===== src/rtl/stk_pkg.sv =====
package stk_pkg;
    typedef enum logic [3:0] {
        ST_IDLE,
        ST_CALL_LO,
        ST_CALL_HI,
        ST_RET_HI,
        ST_RET_LO,
        ST_RET_FIN,
        ST_PUSH_WR,
        ST_POP_RD,
        ST_POP_WR
    } stk_state_t;
endpackage


===== src/rtl/stk_sp.sv =====
module stk_sp #(
    parameter int AW = 8,
    parameter logic [AW-1:0] SP_INIT = 8'h07
) (
    input  logic          clk,
    input  logic          rst_n,
    input  logic          inc,
    input  logic          dec,
    output logic [AW-1:0] sp
);
    localparam logic [AW-1:0] ONE = AW'(1);

    always_ff @(posedge clk) begin
        if (!rst_n)   sp <= SP_INIT;
        else if (inc) sp <= sp + ONE;
        else if (dec) sp <= sp - ONE;
    end

    AST_SP_ONE_CMD: assert property (@(posedge clk) disable iff (!rst_n) !(inc && dec));
    AST_SP_STEP: assert property (@(posedge clk) disable iff (!rst_n)
        (sp != $past(sp)) |-> ((sp == AW'($past(sp) + ONE)) || (sp == AW'($past(sp) - ONE))));
endmodule


===== src/rtl/stk_frame.sv =====
module stk_frame #(
    parameter int DW    = 8,
    parameter int AW    = 8,
    parameter int PCW   = 16,
    parameter int PAGEW = 11
) (
    input  logic           clk,
    input  logic           rst_n,
    input  logic           accept,
    input  logic           req_far,
    input  logic           req_page,
    input  logic           req_ret,
    input  logic           req_ret_irq,
    input  logic [PCW-1:0] next_pc,
    input  logic [PCW-1:0] call_tgt,
    input  logic [AW-1:0]  dir_addr,
    input  logic [DW-1:0]  push_data,
    input  logic           cap_hi,
    input  logic [DW-1:0]  ram_rdata,
    output logic [PCW-1:0] ret_addr_q,
    output logic [PCW-1:0] tgt_q,
    output logic [AW-1:0]  dir_q,
    output logic [DW-1:0]  pdata_q,
    output logic [DW-1:0]  hi_q,
    output logic           irq_q
);
    always_ff @(posedge clk) begin
        if (!rst_n) begin
            ret_addr_q <= '0;
            tgt_q      <= '0;
            dir_q      <= '0;
            pdata_q    <= '0;
            hi_q       <= '0;
            irq_q      <= 1'b0;
        end else begin
            if (accept) begin
                ret_addr_q <= next_pc;
                tgt_q      <= req_far ? call_tgt
                                      : {next_pc[PCW-1:PAGEW], call_tgt[PAGEW-1:0]};
                dir_q      <= dir_addr;
                pdata_q    <= push_data;
                irq_q      <= req_ret_irq && !req_ret && !req_far && !req_page;
            end
            if (cap_hi) hi_q <= ram_rdata;
        end
    end
endmodule


===== src/rtl/stk_fsm.sv =====
module stk_fsm
    import stk_pkg::*;
#(
    parameter int DW  = 8,
    parameter int AW  = 8,
    parameter int PCW = 16
) (
    input  logic           clk,
    input  logic           rst_n,
    input  logic           req_far,
    input  logic           req_page,
    input  logic           req_ret,
    input  logic           req_ret_irq,
    input  logic           req_push,
    input  logic           req_pop,
    input  logic [AW-1:0]  sp,
    input  logic [PCW-1:0] ret_addr_q,
    input  logic [PCW-1:0] tgt_q,
    input  logic [AW-1:0]  dir_q,
    input  logic [DW-1:0]  pdata_q,
    input  logic [DW-1:0]  hi_q,
    input  logic           irq_q,
    input  logic [DW-1:0]  ram_rdata,
    output logic           accept,
    output logic           sp_inc,
    output logic           sp_dec,
    output logic           cap_hi,
    output logic           ram_we,
    output logic           ram_re,
    output logic [AW-1:0]  ram_addr,
    output logic [DW-1:0]  ram_wdata,
    output logic           pc_load,
    output logic [PCW-1:0] pc_new,
    output logic           irq_release,
    output logic           done
);
    localparam logic [AW-1:0] ONE = AW'(1);

    stk_state_t state_q, state_d;

    always_ff @(posedge clk) begin
        if (!rst_n) state_q <= ST_IDLE;
        else        state_q <= state_d;
    end

    always_comb begin
        state_d     = state_q;
        accept      = 1'b0;
        sp_inc      = 1'b0;
        sp_dec      = 1'b0;
        cap_hi      = 1'b0;
        ram_we      = 1'b0;
        ram_re      = 1'b0;
        ram_addr    = sp;
        ram_wdata   = '0;
        pc_load     = 1'b0;
        pc_new      = '0;
        irq_release = 1'b0;
        done        = 1'b0;
        unique case (state_q)
            ST_IDLE: begin
                accept = req_far || req_page || req_ret || req_ret_irq || req_push || req_pop;
                if (req_far || req_page)         state_d = ST_CALL_LO;
                else if (req_ret || req_ret_irq) state_d = ST_RET_HI;
                else if (req_push)               state_d = ST_PUSH_WR;
                else if (req_pop)                state_d = ST_POP_RD;
            end
            ST_CALL_LO: begin
                ram_we    = 1'b1;
                ram_addr  = sp + ONE;
                ram_wdata = ret_addr_q[DW-1:0];
                sp_inc    = 1'b1;
                state_d   = ST_CALL_HI;
            end
            ST_CALL_HI: begin
                ram_we    = 1'b1;
                ram_addr  = sp + ONE;
                ram_wdata = ret_addr_q[PCW-1:DW];
                sp_inc    = 1'b1;
                pc_load   = 1'b1;
                pc_new    = tgt_q;
                done      = 1'b1;
                state_d   = ST_IDLE;
            end
            ST_RET_HI: begin
                ram_re  = 1'b1;
                sp_dec  = 1'b1;
                state_d = ST_RET_LO;
            end
            ST_RET_LO: begin
                ram_re  = 1'b1;
                sp_dec  = 1'b1;
                cap_hi  = 1'b1;
                state_d = ST_RET_FIN;
            end
            ST_RET_FIN: begin
                pc_load     = 1'b1;
                pc_new      = {hi_q, ram_rdata};
                irq_release = irq_q;
                done        = 1'b1;
                state_d     = ST_IDLE;
            end
            ST_PUSH_WR: begin
                ram_we    = 1'b1;
                ram_addr  = sp + ONE;
                ram_wdata = pdata_q;
                sp_inc    = 1'b1;
                done      = 1'b1;
                state_d   = ST_IDLE;
            end
            ST_POP_RD: begin
                ram_re  = 1'b1;
                sp_dec  = 1'b1;
                state_d = ST_POP_WR;
            end
            ST_POP_WR: begin
                ram_we    = 1'b1;
                ram_addr  = dir_q;
                ram_wdata = ram_rdata;
                done      = 1'b1;
                state_d   = ST_IDLE;
            end
            default: state_d = ST_IDLE;
        endcase
    end

    AST_ONE_ACCESS: assert property (@(posedge clk) disable iff (!rst_n) !(ram_we && ram_re));
    AST_DONE_TO_IDLE: assert property (@(posedge clk) disable iff (!rst_n) done |=> (state_q == ST_IDLE));
    AST_PCLOAD_IN_DONE: assert property (@(posedge clk) disable iff (!rst_n) pc_load |-> done);
    AST_RELEASE_ON_RETURN: assert property (@(posedge clk) disable iff (!rst_n) irq_release |-> (pc_load && !ram_we));
    AST_CALL_TWO_BYTES: assert property (@(posedge clk) disable iff (!rst_n)
        (state_q == ST_CALL_LO) |=> (state_q == ST_CALL_HI && ram_we));
    AST_RET_ORDER: assert property (@(posedge clk) disable iff (!rst_n)
        (state_q == ST_RET_HI) |=> (ram_re && ram_addr == AW'($past(ram_addr) - ONE)));
endmodule


===== src/rtl/callstack_ctrl.sv =====
module callstack_ctrl #(
    parameter int DW    = 8,
    parameter int AW    = 8,
    parameter int PAGEW = 11,
    parameter logic [AW-1:0] SP_INIT = 8'h07
) (
    input  logic              clk,
    input  logic              rst_n,
    input  logic              req_call_far,
    input  logic              req_call_page,
    input  logic              req_ret,
    input  logic              req_ret_irq,
    input  logic              req_push,
    input  logic              req_pop,
    input  logic [2*DW-1:0]   next_pc,
    input  logic [2*DW-1:0]   call_tgt,
    input  logic [AW-1:0]     dir_addr,
    input  logic [DW-1:0]     push_data,
    input  logic [DW-1:0]     ram_rdata,
    output logic              ram_we,
    output logic              ram_re,
    output logic [AW-1:0]     ram_addr,
    output logic [DW-1:0]     ram_wdata,
    output logic [AW-1:0]     sp,
    output logic              pc_load,
    output logic [2*DW-1:0]   pc_new,
    output logic              irq_release,
    output logic              done
);
    localparam int PCW = 2 * DW;

    logic           accept, sp_inc, sp_dec, cap_hi, irq_q;
    logic [PCW-1:0] ret_addr_q, tgt_q;
    logic [AW-1:0]  dir_q;
    logic [DW-1:0]  pdata_q, hi_q;

    stk_sp #(.AW(AW), .SP_INIT(SP_INIT)) u_sp (
        .clk(clk), .rst_n(rst_n), .inc(sp_inc), .dec(sp_dec), .sp(sp)
    );

    stk_frame #(.DW(DW), .AW(AW), .PCW(PCW), .PAGEW(PAGEW)) u_frame (
        .clk(clk), .rst_n(rst_n), .accept(accept),
        .req_far(req_call_far), .req_page(req_call_page),
        .req_ret(req_ret), .req_ret_irq(req_ret_irq),
        .next_pc(next_pc), .call_tgt(call_tgt), .dir_addr(dir_addr),
        .push_data(push_data), .cap_hi(cap_hi), .ram_rdata(ram_rdata),
        .ret_addr_q(ret_addr_q), .tgt_q(tgt_q), .dir_q(dir_q),
        .pdata_q(pdata_q), .hi_q(hi_q), .irq_q(irq_q)
    );

    stk_fsm #(.DW(DW), .AW(AW), .PCW(PCW)) u_fsm (
        .clk(clk), .rst_n(rst_n),
        .req_far(req_call_far), .req_page(req_call_page),
        .req_ret(req_ret), .req_ret_irq(req_ret_irq),
        .req_push(req_push), .req_pop(req_pop),
        .sp(sp), .ret_addr_q(ret_addr_q), .tgt_q(tgt_q), .dir_q(dir_q),
        .pdata_q(pdata_q), .hi_q(hi_q), .irq_q(irq_q), .ram_rdata(ram_rdata),
        .accept(accept), .sp_inc(sp_inc), .sp_dec(sp_dec), .cap_hi(cap_hi),
        .ram_we(ram_we), .ram_re(ram_re), .ram_addr(ram_addr), .ram_wdata(ram_wdata),
        .pc_load(pc_load), .pc_new(pc_new), .irq_release(irq_release), .done(done)
    );
endmodule


===== config.mk =====
export PLATFORM = sky130hd
export DESIGN_NAME = callstack_ctrl
export DESIGN_NICKNAME = d
export VERILOG_FILES = /design/src/rtl/stk_pkg.sv /design/src/rtl/stk_sp.sv /design/src/rtl/stk_frame.sv /design/src/rtl/stk_fsm.sv /design/src/rtl/callstack_ctrl.sv
export SDC_FILE = /design/constraint.sdc
export NUM_CORES = 1
export LEC_CHECK = 0
export ABC_AREA = 0
export BUFFER_PORTS_ARGS = -buffer_cell sky130_fd_sc_hd__clkbuf_2
export CORE_MARGIN = 5
export CORE_UTILIZATION = 35
export CTS_CLUSTER_DIAMETER = 200
export DETAILED_ROUTE_END_ITERATION = 8
export PLACE_DENSITY_LB_ADDON = 0.08
export SETUP_SLACK_MARGIN = 0.02
export SYNTH_ARGS = -nofsm -noshare
export SYNTH_HDL_FRONTEND = slang
export SYNTH_SLANG_ARGS = --single-unit

===== constraint.sdc =====
create_clock -name clk -period 2.1 [get_ports clk]
set_input_delay 0.21 -clock clk [delete_from_list [all_inputs] [get_ports clk]]
set_output_delay 0.21 -clock clk [all_outputs]
set_load 0.1 [all_outputs]

==> run metrics, run 1 <==
share of cells above drive strength 1=0.427; Synth Net Count=503; Hold Violations, Final=0; post-synth cell types=53; CTS H-tree depth=3; CP max FO=4; vias in the first global route=3508; PnR Total Power=7.20 mW; Inserted Diodes=0; worst-margin pin slew=0.542 ns; worst skew pair latency=0.34 ns; synth top area cells=dfxtp_1, nand2_1, a21boi_0; Pre-antenna DRT Iters=4; TritonCTS Buffers=9; number of I/O port buffers=108; Reg clk slew, reported paths=0.08 ns; initial antenna violation count=0; leak pwr=2.45 nW; largest net degree at the start of global routing=57; cts hold-fix bufs=0; hold_sp=push_data[4]; Synth Area per Inst=8.30 um^2; CP Cell Sequence=or3b_4, a21oi_4, buf_4, mux2i_1, a221o_2, buf_12; Gate Count Post-Synth=437; CTS tree=built; CTS root buffer=clkbuf_8; WL final=11900 um; ys flop type=dfxtp_1; Final Critical Period=2.23 ns; # rows=37; GPL Wtd Cong=0.849; Vias/cell=5.09; Worst VDD drop=671 uV; violated checks=setup timing; Critical Path Slowest Stage Cell=or3b_4; Seq cells post-synth=69; initial drt markers=134; Max Slew Vio Count=0; worst hold path class=primary input to flip-flop; post-synth top area cell=dfxtp_1; fmax=0.449 GHz; data required time at the worst endpoint=1.89 ns; maxcap violations=0; clock tree buffer depth=2; CORE AREA=10200 um^2; Die Area=12500 um^2; drt drc=0; Sink Count=69; Synth Warn #=0; peak per-stage delay on the critical path=0.41 ns; power density cells=1260 nW/um^2; R2R Path Start=u_fsm.state_q[1]; post-synthesis instance area=3630 um^2; Die Ht=112 um; total gr overflow=0; number of synthesized flops with an enable pin=0; top cell type's share of synthesized area=0.381; commonest non-fill, non-tap cells in the layout=nand2_1, clkbuf_2, dfxtp_1; Initial Util=0.354; CP startpoint kind=flip-flop; dpl hpwl=8300 um; Final ANT Viol Nets=0; wire length per cell=17.0 um; RSZ-0062 raised after global routing=yes; Vias=3566; Setup Viol. Count Final=8; first-pass GRT wire length=18800 um; synth-to-layout area growth=57.4%; GRT Overall Usage=0.187; Clock Skews=0.00995 ns; Final #Nets=626; headroom to the max-slew limit=0.640; Util after Layout=0.558; Die X=112 um; critical path class=flip-flop to output pin; critical path arrival=2.02 ns; commonest non-fill, non-tap cell in the layout=nand2_1; post-synthesis async set-or-reset flop share=0; io pins=109; Final Cycle Share=1.06; CP Launch Point=u_fsm.state_q[0]; status=finished, violations left; Final WS setup=-0.127 ns; register area share after synthesis=0.381; crit end category=output pin; hold_ws=0.0780 ns; setup_tns=-0.564 ns
## metrics by stage
| step | cell area, um^2 | cells | setup slack, ns |
|---|---|---|---|
| global route | 5710 | 701 | -0.202 |
| CTS | 5490 | 697 | -0.119 |
| detailed placement | 5030 | 666 | 0.0763 |
| floorplan | 3720 | 437 | -0.0209 |
| global placement | 5030 | 666 | 0.0853 |
| finish | 5710 | 701 | -0.127 |
## Yosys cell counts, types with 7 or more instances
library cell	n
buf_2	12
nor3_1	9
nand2_1	128
dfxtp_1	69
a22oi_1	18
clkbuf_1	17
a21boi_1	12
inv_1	7
mux2i_1	13
o21ai_0	7
a22o_1	16
a21boi_0	39
nor2_1	12
## state kept, by name, indices dropped and copies added, names as in the netlist
register and cells:
u_frame.dir_q 8, u_frame.hi_q 8, u_frame.irq_q 1, u_frame.pdata_q 8, u_frame.ret_addr_q 16, u_frame.tgt_q 16, u_fsm.state_q 4, u_sp.sp 8
## area by class of cell
| class | instances | area (um^2) |
|---|---|---|
| Clock inverter | 5 | 57.6 |
| Fill cell | 955 | 4520 |
| Timing Repair Buffer | 147 | 1500 |
| Inverter | 7 | 26.3 |
| Tap cell | 136 | 170 |
| Clock buffer | 11 | 141 |
| Sequential cell | 69 | 1400 |
| Multi-Input combinational cell | 326 | 2410 |
## cells by family after synthesis
family / count (synthesis) / synth area share
flip-flops: 69 / 0.381
XOR/XNOR: 1 / 0.00242
buffers and inverters: 42 / 0.0528
adder cells (fa/ha/maj): 2 / 0.00690
AND/OR/NAND/NOR: 179 / 0.223
AO/OA/AOI/OAI: 129 / 0.292
multiplexers: 15 / 0.0421
## layer usage
metal / GRT usage / routed length (um)
met5: 0 / 0
met4: 0.0397 / 119
met3: 0.0527 / 665
met2: 0.306 / 5710
met1: 0.246 / 5450
## timing repair
item	4_1_cts	5_1_grt
pin swaps	11	18
gates resized for setup	28	36
setup buffers	14	6
gates cloned	2	0
endpoints found under the setup margin	17	37
## critical path, delay by kind of cell, from the launching register on
family	cells	cell delay, ns
mux	1	0.07
simple gates	1	0.41
buf+inv	2	0.31
compound gates	2	0.56
flops	1	0.34
## report_power, final
group	internal [mW]	switching, mW	total [mW]
Combinational	1.61	2.62	4.24
Sequential	1.60	0.250	1.85
Clock	0.585	0.523	1.11
## worst paths after layout
check	to	slack, ns	depth (start not counted)
setup reg to reg	u_sp.sp[3]	0.16	6
setup / recovery	ram_addr[5]	-0.13	6
hold / removal	u_frame.pdata_q[4]	0.08	3
hold reg to reg	u_frame.tgt_q[0]	0.46	2
(Power assumes the default switching activity.)
==> run 2, diff against run 1 <==
- SETUP_SLACK_MARGIN: 0.02 -> default
==> run 2 against run 1 <==
  * The flow still finishes with violations (setup timing)
  * Setup slack got worse by 0.061 ns
  * Critical path depth unchanged
  * First-iteration DRC count increased by 54%
  * Cell count decreased by 0.71%
  * Count of clock-buffer cells in the layout decreased by 2
  * Core utilization decreased by 2.3 points
  * Design area decreased by 4.1%
  * Maximum frequency decreased by 2.7%
  * Sequential share of layout area increased by 1.0 points
  * Die area unchanged
  * Register-to-register slack improved by 0.03 ns
  * Highest routed layer unchanged
==> run metrics, run 2 (synthesis results as in run 1) <==
Final WS setup=-0.188 ns; WHS Path Cells=3; RSZ-0062 raised after global routing=yes; leak pwr=2.33 nW; Final #Nets=621; headroom to the max-slew limit=0.633; commonest non-fill, non-tap cell in the layout=nand2_1; synth-to-layout area growth=50.9%; hold_ws=0.0680 ns; vias in the first global route=3480; dpl hpwl=8310 um; # rows=37; worst hold path class=primary input to flip-flop; Sink Count=69; Die Ht=112 um; CTS H-tree depth=3; CTS root buffer=clkbuf_8; worst-margin pin slew=0.553 ns; initial drt markers=207; number of I/O port buffers=108; maxcap violations=0; TritonCTS Buffers=9; violated checks=setup timing; initial antenna violation count=0; share of cells above drive strength 1=0.402; Worst VDD drop=774 uV; WL final=11800 um; Inserted Diodes=0; hold_sp=call_tgt[2]; Worst Reg-to-Reg Cells=5; Setup Viol. Count Final=33; Final Critical Period=2.29 ns; Clock Skews=0.0172 ns; data required time at the worst endpoint=1.89 ns; peak per-stage delay on the critical path=0.42 ns; crit end category=output pin; cts hold-fix bufs=0; Reg clk slew, reported paths=0.09 ns; CP Cell Sequence=or3b_4, a21oi_4, buf_6, nor2_4, a221o_2, buf_12; fmax=0.437 GHz; PnR Total Power=6.98 mW; clock tree buffer depth=2; io pins=109; drt drc=0; setup slack, reg-to-reg=0.19 ns; CP startpoint kind=flip-flop; CP Launch Point=u_fsm.state_q[2]; reg2reg end=u_sp.sp[6]; first-pass GRT wire length=18900 um; CP max FO=7; critical path arrival=2.08 ns; largest net degree at the start of global routing=74; largest registers=u_frame.ret_addr_q: 16 flops, u_frame.tgt_q: 16 flops; Final Cycle Share=1.09; Pre-antenna DRT Iters=4; Vias/cell=5.18; power density cells=1270 nW/um^2; CTS tree=built; worst skew pair latency=0.36 ns; Die Area=12500 um^2; commonest non-fill, non-tap cells in the layout=nand2_1, clkbuf_2, dfxtp_1; wire length per cell=17.0 um; Util after Layout=0.535; Final ANT Viol Nets=0; Initial Util=0.354; critical path class=flip-flop to output pin; R2R Path Start=u_fsm.state_q[2]; Max Slew Vio Count=0; Die X=112 um; Critical Path Slowest Stage Cell=or3b_4; WHS Endpoint=u_frame.tgt_q[2]; total gr overflow=0; GPL Wtd Cong=0.827; CORE AREA=10200 um^2; GRT Overall Usage=0.186; status=finished, violations left; Hold Violations, Final=0; Vias=3607
## run 2: cell count changes in the layout (fill, tap and decap cells not counted), moves of 7 or more
cell / delta
a22o_2: +15
a22o_4: -15
a22oi_1: +7
a22oi_2: -7
## run 2: report_power, final
part	switching (mW)	leakage [nW]	total [mW]	internal, mW
Combinational	2.56	1.66	4.06	1.51
Sequential	0.222	0.570	1.82	1.60
Clock	0.617	0.102	1.09	0.471
Total	3.40	2.33	6.98	3.58
## run 2: through the flow
step | setup WS (ns) | std cells | instance area, um^2 | TNS (ns)
3_5_place_dp | 0.0431 | 664 | 5010 | 0
3_3_place_gp | 0.106 | 664 | 5010 | 0
6_report | -0.188 | 696 | 5470 | -3.91
4_1_cts | -0.176 | 690 | 5340 | -1.36
2_1_floorplan | -0.0376 | 437 | 3720 | -0.0436
5_1_grt | -0.272 | 696 | 5470 | -6.54
## run 2: routing by layer
layer	wire, um	vias up	global-route usage
li1	-	1783	-
met2	5620	98	0.303
met4	78	0	0.0341
met5	0	-	0
met3	763	7	0.0500
met1	5380	1719	0.249
## run 2: timing repair
action,4_1_cts,5_1_grt
setup endpoints to repair,19,23
setup buffers,10,5
gates resized for setup,15,8
pin swaps,6,8
cloned,0,2
## run 2: how the worst max path moves through the flow
| stage | to | slack (ns) |
|---|---|---|
| final | ram_addr[6] | -0.19 |
| after global routing | ram_addr[4] | -0.27 |
| after CTS | ram_addr[7] | -0.18 |
| after detailed placement | ram_addr[3] | 0.04 |
| after global placement | ram_addr[7] | 0.11 |
| after floorplan | ram_addr[6] | -0.04 |
## run 2: area by class of cell
class | instances | area [um^2]
tap | 136 | 170
clock buffer | 9 | 124
inverter | 7 | 26.3
fill | 968 | 4760
sequential | 69 | 1400
multi-input combinational | 326 | 2220
clock inverter | 7 | 78.8
timing repair buffer | 142 | 1460
## run 2: worst max-delay path: cells and delay by family, from the launching register on
kind | cells | cell delay (ns)
buf+inv | 2 | 0.32
flops | 1 | 0.31
simple gates | 2 | 0.46
compound gates | 2 | 0.64
